<file path="config.mk">
export PLATFORM = sky130hd
export DESIGN_NAME = redial_ctrl
export DESIGN_NICKNAME = d
export VERILOG_FILES = /design/src/rtl/redial_pkg.sv /design/src/rtl/redial_store.sv /design/src/rtl/redial_track.sv /design/src/rtl/redial_ctrl.sv
export SDC_FILE = /design/constraint.sdc
export NUM_CORES = 1
export LEC_CHECK = 0
export BUFFER_PORTS_ARGS = -buffer_cell sky130_fd_sc_hd__clkbuf_2
export CAP_MARGIN = 10
export CELL_PAD_IN_SITES_DETAIL_PLACEMENT = 1
export CELL_PAD_IN_SITES_GLOBAL_PLACEMENT = 1
export CORE_ASPECT_RATIO = 0.9
export CORE_MARGIN = 10
export CORE_UTILIZATION = 35
export CTS_CLUSTER_DIAMETER = 40
export CTS_CLUSTER_SIZE = 28
export DETAILED_ROUTE_END_ITERATION = 16
export PLACE_DENSITY = 0.66
export SETUP_SLACK_MARGIN = 0.05
export SLEW_MARGIN = 20
export SYNTH_ARGS = -nofsm -noshare
export SYNTH_HDL_FRONTEND = slang
export SYNTH_SLANG_ARGS = --single-unit
</file>
<file path="constraint.sdc">
create_clock -name clk -period 2.5 [get_ports clk]
set_input_delay 0.375 -clock clk [delete_from_list [all_inputs] [get_ports clk]]
set_output_delay 0.375 -clock clk [all_outputs]
set_load 0.01 [all_outputs]
</file>
<file path="src/rtl/redial_pkg.sv">
package redial_pkg;
    localparam int CODE_W = 4;
    localparam logic [CODE_W-1:0] CODE_MARK = 4'd13;

    typedef enum logic {
        ST_IDLE,
        ST_PLAY
    } rd_state_t;
endpackage

</file>
<file path="src/rtl/redial_store.sv">
module redial_store #(
    parameter int DEPTH = 32,
    parameter int CW    = 4,
    parameter int LW    = 6
) (
    input  logic          clk,
    input  logic          we,
    input  logic [LW-1:0] waddr,
    input  logic [CW-1:0] wdata,
    input  logic [LW-1:0] raddr_a,
    output logic [CW-1:0] rdata_a,
    input  logic [LW-1:0] raddr_b,
    output logic [CW-1:0] rdata_b
);
    localparam int AW = $clog2(DEPTH);
    localparam logic [LW-1:0] LIMIT = LW'(DEPTH);

    logic [CW-1:0] cells [DEPTH];

    always_ff @(posedge clk) begin
        if (we && waddr < LIMIT) begin
            cells[waddr[AW-1:0]] <= wdata;
        end
    end

    always_comb begin
        rdata_a = (raddr_a < LIMIT) ? cells[raddr_a[AW-1:0]] : '0;
        rdata_b = (raddr_b < LIMIT) ? cells[raddr_b[AW-1:0]] : '0;
    end
endmodule

</file>
<file path="src/rtl/redial_track.sv">
module redial_track #(
    parameter int DEPTH = 32,
    parameter int LW    = 6
) (
    input  logic          clk,
    input  logic          rst_n,
    input  logic          key_en,
    input  logic          fresh,
    output logic          we,
    output logic [LW-1:0] waddr,
    output logic [LW-1:0] len,
    output logic          inhibit
);
    localparam logic [LW-1:0] FULL = LW'(DEPTH);

    always_comb begin
        we    = key_en && (fresh || (!inhibit && len < FULL));
        waddr = fresh ? '0 : len;
    end

    always_ff @(posedge clk or negedge rst_n) begin
        if (!rst_n) begin
            len     <= '0;
            inhibit <= 1'b0;
        end else if (key_en) begin
            if (fresh) begin
                len     <= LW'(1);
                inhibit <= 1'b0;
            end else if (!inhibit) begin
                if (len == FULL) begin
                    inhibit <= 1'b1;
                end else begin
                    len <= len + LW'(1);
                end
            end
        end
    end

    assert_len_bound_R1: assert property (@(posedge clk) disable iff (!rst_n)
        len <= FULL);

    assert_inhibit_full_R3: assert property (@(posedge clk) disable iff (!rst_n)
        inhibit |-> len == FULL);
endmodule

</file>
<file path="src/rtl/redial_ctrl.sv">
module redial_ctrl
    import redial_pkg::*;
#(
    parameter int DEPTH = 32,
    parameter int LW    = $clog2(DEPTH + 1)
) (
    input  logic              clk,
    input  logic              rst_n,
    input  logic              hook_evt,
    input  logic              ent_vld,
    input  logic [CODE_W-1:0] ent_code,
    input  logic              redial_req,
    output logic              play_vld,
    output logic [CODE_W-1:0] play_code,
    input  logic              play_rdy,
    output logic              busy,
    output logic              inhibit,
    output logic [LW-1:0]     stored
);
    rd_state_t         state, state_nx;
    logic [LW-1:0]     rptr;
    logic [LW-1:0]     rnext;
    logic              fresh, first, stg1;
    logic              key_en, start, hs, last;
    logic              we;
    logic [LW-1:0]     waddr;
    logic [CODE_W-1:0] code_a, code_b;

    assign rnext  = rptr + LW'(1);
    assign key_en = ent_vld && (state == ST_IDLE) && !hook_evt;
    assign start  = redial_req && (state == ST_IDLE) && !hook_evt
                    && !inhibit && (rptr < stored);
    assign hs     = (state == ST_PLAY) && play_rdy;
    assign last   = (rnext == stored) || (stg1 && code_b == CODE_MARK);

    redial_track #(.DEPTH(DEPTH), .LW(LW)) u_track (
        .clk     (clk),
        .rst_n   (rst_n),
        .key_en  (key_en),
        .fresh   (fresh),
        .we      (we),
        .waddr   (waddr),
        .len     (stored),
        .inhibit (inhibit)
    );

    redial_store #(.DEPTH(DEPTH), .CW(CODE_W), .LW(LW)) u_store (
        .clk     (clk),
        .we      (we),
        .waddr   (waddr),
        .wdata   (ent_code),
        .raddr_a (rptr),
        .rdata_a (code_a),
        .raddr_b (rnext),
        .rdata_b (code_b)
    );

    // next state
    always_comb begin
        state_nx = state;
        unique case (state)
            ST_IDLE: if (start) state_nx = ST_PLAY;
            ST_PLAY: begin
                if (hook_evt)       state_nx = ST_IDLE;   // abort
                else if (hs && last) state_nx = ST_IDLE;  // finish
            end
            default: state_nx = ST_IDLE;
        endcase
    end

    // state register
    always_ff @(posedge clk or negedge rst_n) begin
        if (!rst_n) state <= ST_IDLE;
        else        state <= state_nx;
    end

    // replay pointer and call flags
    always_ff @(posedge clk or negedge rst_n) begin
        if (!rst_n) begin
            rptr  <= '0;
            fresh <= 1'b1;
            first <= 1'b1;
            stg1  <= 1'b0;
        end else if (hook_evt) begin
            rptr  <= '0;
            fresh <= 1'b1;
            first <= 1'b1;
        end else if (start) begin
            fresh <= 1'b0;
            first <= 1'b0;
            stg1  <= first;
        end else if (key_en && fresh) begin
            fresh <= 1'b0;
            rptr  <= '0;
        end else if (hs) begin
            rptr  <= rnext;
        end
    end

    // outputs
    always_comb begin
        play_vld  = (state == ST_PLAY);
        busy      = (state == ST_PLAY);
        play_code = code_a;
    end

    assert_hold_R5: assert property (@(posedge clk) disable iff (!rst_n)
        play_vld && !play_rdy && !hook_evt |=> play_vld && $stable(play_code));

    assert_abort_R9: assert property (@(posedge clk) disable iff (!rst_n)
        hook_evt |=> !play_vld);

    assert_play_legal_R3: assert property (@(posedge clk) disable iff (!rst_n)
        play_vld |-> !inhibit && rptr < stored);

    assert_keys_ignored_R10: assert property (@(posedge clk) disable iff (!rst_n)
        play_vld && !hook_evt |=> $stable(stored));
endmodule

</file>
# --- After elaboration in Yosys (flattened, before gate mapping) ---
# Memory sizes are Yosys's and may differ from the RTL's.
# Index checks and enable logic that the tools add are counted.
word_totals:
  n_memories: 1
  input_bits: 10
  elab_cells: 70
  ff_bits: 17
  ramBits: 128
  out_inout_bits: 13
op_classes:
  reduce_logical: 23
  muxes: 24
  n_lt_le_gt_ge: 5
  eq_ne: 6
  add_sub_neg: 2
  n_bitwise: 2
memory_table:
  columns: ["name", "depth", "width", "read_ports", "rd_clocked_by_memory_dff", "wr", "line", "rtl"]
  rows:
  - ["u_store.cells", 32, 4, 2, 0, 1, "redial_store.sv:18", "logic [CW-1:0] cells [DEPTH];"]
ops:
  columns: ["operator", "count"]
  rows:
  - ["$mux W6", 8]
  - ["$lt A6 B6 Y1 const B", 4]
  - ["$logic_and A1 B1 Y1", 13]
  - ["$mux W1", 13]
  - ["$add A6 B1 Y6 const B", 2]
  - ["$mux W4", 2]
  - ["$eq A6 B6 Y1", 1]
  - ["$eq A6 B6 Y1 const B", 1]
  - ["$lt A6 B6 Y1", 1]
  - ["$ne A2 B2 Y1 const B", 3]
  - ["$reduce_bool A3 Y1", 2]
  - ["$eq A4 B4 Y1 const B", 1]
  - ["$reduce_and A2 Y1", 2]
  - ["$reduce_and A3 Y1", 1]
  - ["$logic_not A1 Y1", 2]
  - ["$logic_or A1 B1 Y1", 2]
  - ["$not A1 Y1", 2]
  - ["$pmux W1 S2", 1]
  - ["$reduce_bool A2 Y1", 1]

# --- Depth between registers and ports, before layout ---
# Gate-level depths: netlist of the first run.
logic_depth:
  depth_word: 10
  mapped_depth: 10
  ltp_nobuf: 8

# --- Cells and area by module ---
# A second synthesis of the first run with hierarchy kept.
unflattened:
  hier_cells: 478
  area_unflattened_um2: 7489.7
modules_own_cells:
  columns: ["mod", "seq_area_each_um2", "area_each_um2", "instances", "cells_each"]
  rows:
  - ["redial_store", 3843.7, 6234.7, 1, 351]
  - ["redial_ctrl", 252.7, 757.0, 1, 78]
  - ["redial_track", 175.2, 498.0, 1, 49]

# --- Least setup slack after synthesis of the first run ---
# OpenSTA, ideal clock, no wires.
synth_timing:
  path_kind: "flip-flop to output port"
  start: "register rptr[0]"
  end: "output play_code[2]"
  setup_slack_ns: 0.182
  required_time_ns: 2.125
  t_arrival_ns: 1.943
  path_stages_with_launch: 7
  path_buffers: 2
  path_cell_list: "dfrtp_1 > clkbuf_1 > buf_2 > mux4_2 > mux4_2 > nand2_1 > a21oi_1"
synth_between:
  elab_chain_cells: 2
  word_cells_on_any_way: 3
  classes_between: "order compare: 1; mux: 1; memory: 1"
synth_lines:
  columns: ["element", "line", "rtl"]
  rows:
  - ["start: declaration", "redial_ctrl.sv:21", "logic [LW-1:0] rptr;"]
  - ["start signal: assignment", "redial_ctrl.sv:96", "rptr <= rnext;"]
  - ["$mem_v2 Z32 W4 / $lt A6 B6 Y1 (equally long branches)", null, null]
  - ["$mux W4 (*)", "redial_store.sv:27", "rdata_a = (raddr_a < LIMIT) ? cells[raddr_a[AW-1:0]] : '0;"]
  - ["end: declaration", "redial_ctrl.sv:14", "output logic [CODE_W-1:0] play_code,"]
# Every way passes the cells marked *; elsewhere a longest branch is shown, timed or not.

# --- Final worst setup path of the first run ---
layout_timing:
  start: "register rptr[0]"
  end: "output play_code[3]"
# Same word-level chain as after synthesis.

==> results of run 1 <==
cell families (layout without fill, tap and decap cells):
group           Yosys count  after routing
compound gates           36             36
xor+xnor                 14             14
fa+ha+maj                 9              9
buf+inv                  31             96
flops                   145            145
mux                      53             53
simple gates            134            134
through the flow:
| step | setup WS (ns) | instances | cell area (µm²) |
|---|---|---|---|
| floorplan | 0.182 | 422 | 6720 |
| global placement | 0.102 | 693 | 7250 |
| detailed placement | 0.0691 | 693 | 7250 |
| CTS | -0.350 | 734 | 8040 |
| global route | -0.427 | 737 | 8070 |
| finish | -0.351 | 737 | 8070 |
state kept, by name (all words and copies together) (netlist names):
signal and cells:
first 1, busy 1, u_track.len 6, stg1 1, u_track.inhibit 1, rptr 6, fresh 1, u_store.cells 128
layout by cell type, fill, tap and decap left out, types with 3 or more instances in the layout:
| master | instances |
|---|---|
| edfxtp_1 | 128 |
| nor2_1 | 49 |
| mux4_2 | 44 |
| nand4b_1 | 22 |
| clkbuf_2 | 22 |
| buf_4 | 19 |
| nand2_1 | 17 |
| clkbuf_16 | 17 |
| dfrtp_1 | 14 |
| xnor2_1 | 13 |
| inv_1 | 12 |
| nand4_1 | 9 |
| o22ai_1 | 9 |
| nand3_1 | 8 |
| mux2i_1 | 8 |
| ha_1 | 8 |
| a21oi_1 | 7 |
| buf_12 | 6 |
| nand2_2 | 5 |
| nand3b_1 | 5 |
| nor4_1 | 4 |
| nor3_1 | 4 |
| bufinv_16 | 4 |
| inv_6 | 4 |
| a31oi_1 | 3 |
| clkinv_1 | 3 |
| buf_16 | 3 |
power breakdown:
part	switching [W]	total (W)	internal [W]	leakage, nW
combinational	0.000640	0.00120	0.000561	0.912
sequential	0.000105	0.00282	0.00271	1.37
clock	0.000992	0.00266	0.00167	0.292
layout make-up:
type / count / area share
clock inverters: 13 / 0.0225
clock buffers: 19 / 0.0536
well taps: 250 / 0.0388
repair buffers: 51 / 0.0577
flip-flops and latches: 145 / 0.529
inverters: 13 / 0.00605
multi-input cells: 246 / 0.292
per-layer routing:
metal / wire, µm / up-vias
met5: 0 / -
met3: 1220 / 25
met2: 8660 / 160
met1: 8540 / 2219
li1: - / 1814
met4: 339 / 0
repair_timing:
item	CTS	global route
setup buffers	5	3
gates resized for setup	11	2
hold buffers	1	0
setup endpoints to repair	4	5
endpoints found under the hold margin	15	0
cloned	3	0
pin swaps	1	1
worst paths after layout:
kind	start	end	slack, ns	depth (start not counted)
max	rptr[0]	play_code[3]	-0.35	7
min	hook_evt	first	0.26	2
max reg2reg	rptr[0]	busy	-0.09	12
min reg2reg	first	first	0.51	1
max in group asynchronous	rst_n	first	1.73	2
min in group asynchronous	rst_n	u_track.len[2]	0.43	2
==> reports/qor.log, run 1 <==
INFO  logic_synthesis yosys.area_share.adder=0.0167
INFO  grt            first_global_vias=4466
INFO  worst_setup_path arrival=2.48ns
INFO  status         violations=setup timing
INFO  drt            route.vias.total=4218
INFO  logic_synthesis postSynthCellCount=422
INFO  drt            wirelength=18.8mm
INFO  worst_setup_path cp_cell_sequence=buf_12, buf_12, mux4_2, mux4_2, nand2_2, a21oi_2, clkbuf_2
INFO  grt            globalRoute.busiestLayer=met2
INFO  grt            grt_usage=0.152
INFO  die            die-height=151µm
INFO  logic_synthesis post_synth_and_or_nand_nor_area_fraction=0.108
INFO  finish         nNetsFinal=493
INFO  grt            global_route.usage.met1=0.205
INFO  worst_setup_path timing.critical_path.slowest_stage_cell=mux4_2
INFO  grt            grt_pass1_wl=28.6mm
INFO  finish         n_fill_cell=1896
INFO  logic_synthesis synth_most_common_cell=edfxtp_1
INFO  logic_synthesis synth_compound_gate_area_share=0.0389
INFO  die            floorplan.die.width=166µm
INFO  worst_setup_path critPathMaxStageDelay=0.55ns
INFO  sta            timing.slew.headroom=0.472
INFO  sta            final.setup.tns=-1.44ns
INFO  drt            drcViolationCount=0
INFO  power          total_power=0.00668W
INFO  die            floorplan.die_area=25200µm²
INFO  place          port_buffers=22
INFO  drt            detail_route.iter0.violations=366
INFO  sta            slew_violations=0
INFO  worst_setup_path critPathLaunchType=register
INFO  logic_synthesis synth_edf_count=128
INFO  drt            firstDrtPassIters=5
INFO  logic_synthesis async_reset_ff_frac=0.117
INFO  sta            hold_ws=0.257ns
INFO  logic_synthesis synthMuxAreaShare=0.162
INFO  worst_hold_path holdCritPathClass=input pin to register
INFO  logic_synthesis postSynthNetCount=441
INFO  logic_synthesis synth_common_cells=edfxtp_1, nor2_1, mux4_2
INFO  power          p_leak=2.57nW
INFO  power          power-per-cell-area=828nW/µm²
INFO  finish         final_core_utilization=0.424
INFO  worst_setup_path path_delay_family=multiplexers
INFO  sta            setup_slack=-0.351ns
INFO  sta            final_period_minus_worst_setup_slack=2.85ns
INFO  clock_network  ctsHtreeMaxLevel=4
INFO  place          finalWeightedCongestion=0.832
INFO  finish         area.sequential=4270µm²
INFO  finish         multi_input_area=2360µm²
INFO  sta            fmax=351MHz
INFO  logic_synthesis leading_area_contributor_after_synthesis=edfxtp_1
INFO  die            initial_core_utilization=0.353
INFO  logic_synthesis synth_ff_type=edfxtp_1
INFO  worst_setup_path cp.required=2.12ns
INFO  worst_setup_path path_max_fanout=11
INFO  grt            antenna_found_initial=0
INFO  worst_setup_path worst_path_buffer_plus_inverter_count=3
INFO  grt            met3_usage=0.0343
INFO  sta            clock_skew=0.00816ns
INFO  logic_synthesis synth_xor_area_frac=0.0210
INFO  logic_synthesis seq_area_frac_synth=0.635
INFO  die            core=19000µm²
INFO  clock_network  cts.sinks=145
INFO  logic_synthesis netlist_area_before_placement=6720µm²
INFO  drt            routed_wire_length_per_instance=25.5µm
INFO  sta            worstMarginPinSlew=0.793ns
INFO  status         run_status=complete, but fails checks
INFO  worst_setup_path criticalPathCategory=register to primary output
INFO  power          ir_worst_vdd=0.000502V
INFO  place          detailedPlacementHpwl=12.4mm
INFO  die            rows=48
INFO  logic_synthesis main_combinational_cell_family_by_area_after_synthesis=multiplexers
INFO  logic_synthesis synth.distinct_cells=48
INFO  run            max_cap_viol_count=0
INFO  sta            final-hold-violation-count=0
INFO  finish         areaGrowthSynthToFinish=20.0%
INFO  grt            groute.layer.met2.usage=0.236
INFO  logic_synthesis synth_top_area_frac=0.572
INFO  sta            setup_viol=5
INFO  clock_network  clk_pin_slew_worst_paths=0.06ns
INFO  clock_network  cts.root.buffer_cell=clkbuf_16
INFO  drt            via_per_inst=5.72
INFO  sta            grt_setup_unrepaired=yes
INFO  clock_network  buffers_from_clock_root_to_sink_at_most=2
INFO  finish         drive_above_1_share=0.290
INFO  grt            maximum_number_of_pins_on_one_net_before_global_route_repair=38
INFO  clock_network  insertion_delay=0.43ns
INFO  finish         antenna_cells=0
INFO  clock_network  tritoncts=yes
INFO  worst_setup_path setup.worst_path.end_class=primary output
INFO  logic_synthesis ys_ff_latch=145
INFO  die            pin_count=23
INFO  logic_synthesis yosys-top-cells-area=edfxtp_1, mux4_2, dfrtp_1
INFO  grt            grt_remaining_overflow=0
INFO  sta            fin_crit_sh=1.14
INFO  drt            ant_nets=0
INFO  clock_network  cts_inserted_buffers=17
INFO  logic_synthesis syn_area_per_cell=15.9µm²
INFO  logic_synthesis yosys_warn_count=0
(Power assumes the default switching activity.)
==> run 2, diff against run 1 <==
==> constraint.sdc (replaced) <==
create_clock -name clk -period 2.5 [get_ports clk]
set_input_delay 0.625 -clock clk [delete_from_list [all_inputs] [get_ports clk]]
set_output_delay 0.625 -clock clk [all_outputs]
set_load 0.01 [all_outputs]
==> reports/qor.log, run 2 (synthesis results as in run 1) <==
INFO  status         run_status=complete, but fails checks
INFO  status         violations=setup timing
INFO  worst_hold_path holdCritPathClass=input pin to asynchronous set/reset pin
INFO  clock_network  insertion_delay=0.43ns
INFO  sta            clock_skew=0.0105ns
INFO  place          port_buffers=22
INFO  finish         area.sequential=4270µm²
INFO  place          detailedPlacementHpwl=13.0mm
INFO  place          finalWeightedCongestion=0.865
INFO  clock_network  tritoncts=yes
INFO  grt            first_global_vias=4496
INFO  die            floorplan.die.width=166µm
INFO  finish         areaGrowthSynthToFinish=21.6%
INFO  die            die-height=151µm
INFO  grt            grt_usage=0.154
INFO  sta            fin_crit_sh=1.24
INFO  power          power.share.combinational=0.183
INFO  worst_setup_path critPathMaxStageDelay=0.52ns
INFO  clock_network  cts.root.buffer_cell=clkbuf_16
INFO  clock_network  ctsHtreeMaxLevel=4
INFO  sta            setup_slack=-0.600ns
INFO  power          p_leak=2.63nW
INFO  worst_setup_path criticalPathCategory=register to primary output
INFO  power          ir_worst_vdd=0.000408V
INFO  die            initial_core_utilization=0.353
INFO  finish         most_frequent_cells_in_the_layout=edfxtp_1, nor2_1, mux4_2
INFO  finish         largest_register_ffs=128
INFO  sta            worstMarginPinSlew=0.813ns
INFO  power          total_switching_power=0.00177W
INFO  worst_setup_path cp_cell_sequence=buf_4, clkbuf_16, mux4_2, mux4_2, nand2_1, a21oi_1, buf_2
INFO  drt            firstDrtPassIters=5
INFO  clock_network  cts.sinks=145
INFO  grt            antenna_found_initial=0
INFO  worst_setup_path timing.critical_path.mode_cell=mux4_2
INFO  worst_setup_path arrival=2.47ns
INFO  finish         antenna_cells=0
INFO  sta            setup_viol=5
INFO  finish         final_core_utilization=0.429
INFO  finish         n_fill_cell=1884
INFO  sta            slew_violations=0
INFO  drt            wirelength=19.3mm
INFO  run            max_cap_viol_count=0
INFO  worst_setup_path path_max_fanout=4
INFO  die            pin_count=23
INFO  power          power-per-cell-area=816nW/µm²
INFO  clock_network  clk_pin_slew_worst_paths=0.06ns
INFO  clock_network  buffers_from_clock_root_to_sink_at_most=2
INFO  power          power.switching_fraction=0.266
INFO  worst_setup_path setup.worst_path.end_class=primary output
INFO  sta            final-hold-violation-count=0
INFO  finish         final_common_cell=edfxtp_1
INFO  die            floorplan.die_area=25200µm²
INFO  drt            drcViolationCount=0
INFO  sta            timing.slew.headroom=0.458
INFO  die            core=19000µm²
INFO  power          power.share.sequential=0.422
INFO  sta            fmax=323MHz
INFO  power          clock_power_share=0.395
INFO  clock_network  postCtsHoldBufs=0
INFO  finish         multi_input_area=2370µm²
INFO  drt            ant_nets=0
INFO  sta            grt_setup_unrepaired=yes
INFO  power          intPower=0.00490W
INFO  drt            detail_route.iter0.violations=397
INFO  grt            grt_pass1_wl=29.0mm
INFO  power          total_power=0.00667W
INFO  finish         nNetsFinal=506
INFO  clock_network  cts_inserted_buffers=17
INFO  die            rows=48
INFO  drt            via_per_inst=5.80
INFO  worst_setup_path cp.required=1.88ns
INFO  sta            final_period_minus_worst_setup_slack=3.10ns
INFO  worst_setup_path critPathLaunchType=register
INFO  grt            maximum_number_of_pins_on_one_net_before_global_route_repair=33
INFO  worst_setup_path timing.critical_path.slowest_stage_cell=mux4_2
INFO  worst_setup_path worstReg2RegStart=rptr[0]
INFO  grt            grt_remaining_overflow=0
INFO  drt            routed_wire_length_per_instance=25.7µm
INFO  worst_setup_path crit_start=rptr[0]
INFO  drt            route.vias.total=4349
INFO  finish         drive_above_1_share=0.312
run 2: cell count changes in the layout (fill, tap and decap cells not counted), moves of 2 or more:
cell	previous run	this run
buf_16	3	0
clkbuf_16	17	21
clkinvlp_4	2	4
buf_4	19	32
nand2_2	5	2
nand2_1	17	20
run 2: worst paths after layout:
path / to / slack, ns / cells past startpoint
max: play_code[3] / -0.60 / 7
min: u_track.len[4] / 0.14 / 1
max reg2reg: busy / 0 / 11
min reg2reg: first / 0.52 / 1
max in group asynchronous: first / 2.00 / 1
min in group clk: busy / 0.51 / 2
run 2: what timing repair did:
item	4_1_cts	5_1_grt
buffers inserted	3	6
hold endpoints to repair	0	0
pin swaps	3	3
resized for setup	6	6
gates cloned	0	4
endpoints found under the setup margin	5	13
run 2: worst max-delay path, delay by kind of cell, from the launching register on:
kind                   cells  cell delay (ns)
AOI/OAI and AO/OA          1             0.07
buffers and inverters      3             0.47
DFF                        1             0.41
muxes                      2             1.00
and+or+nand+nor            1             0.09
run 2: stage by stage:
| step | hold WS [ns] | setup TNS, ns | area [µm²] | cells | worst slack, ns |
|---|---|---|---|---|---|
| floorplan | 0.329 | 0 | 6750 | 422 | 0.0732 |
| global placement | 0.502 | -0.461 | 7340 | 705 | -0.109 |
| detailed placement | 0.508 | -0.471 | 7340 | 705 | -0.119 |
| CTS | 0.154 | -2.36 | 8000 | 740 | -0.570 |
| global route | 0.167 | -2.69 | 8180 | 750 | -0.681 |
| finish | 0.140 | -2.29 | 8180 | 750 | -0.600 |
run 2: area by class of cell:
| class | count | area share |
|---|---|---|
| Inverter | 13 | 0.00643 |
| Tap cell | 250 | 0.0383 |
| Clock inverter | 14 | 0.0214 |
| Timing Repair Buffer | 64 | 0.0687 |
| Clock buffer | 18 | 0.0525 |
| Multi-Input combinational cell | 246 | 0.290 |
| Sequential cell | 145 | 0.523 |
run 2: power by group through the flow:
stage / registers (W) / clock network [W] / logic, W
floorplan: 0.00285 / 0 / 0.000673
CTS: 0.00282 / 0.00266 / 0.00108
global placement: 0.00286 / 0 / 0.00104
finish: 0.00282 / 0.00263 / 0.00122
detailed placement: 0.00287 / 0 / 0.00106
global route: 0.00283 / 0.00281 / 0.00132
run 2: layer usage:
layer / part of all wire / vias up / track usage
met4: 0.017 / 0 / 0.0491
li1: - / 1832 / -
met2: 0.47 / 189 / 0.239
met1: 0.44 / 2307 / 0.205
met3: 0.074 / 21 / 0.0456
met5: 0 / - / 0
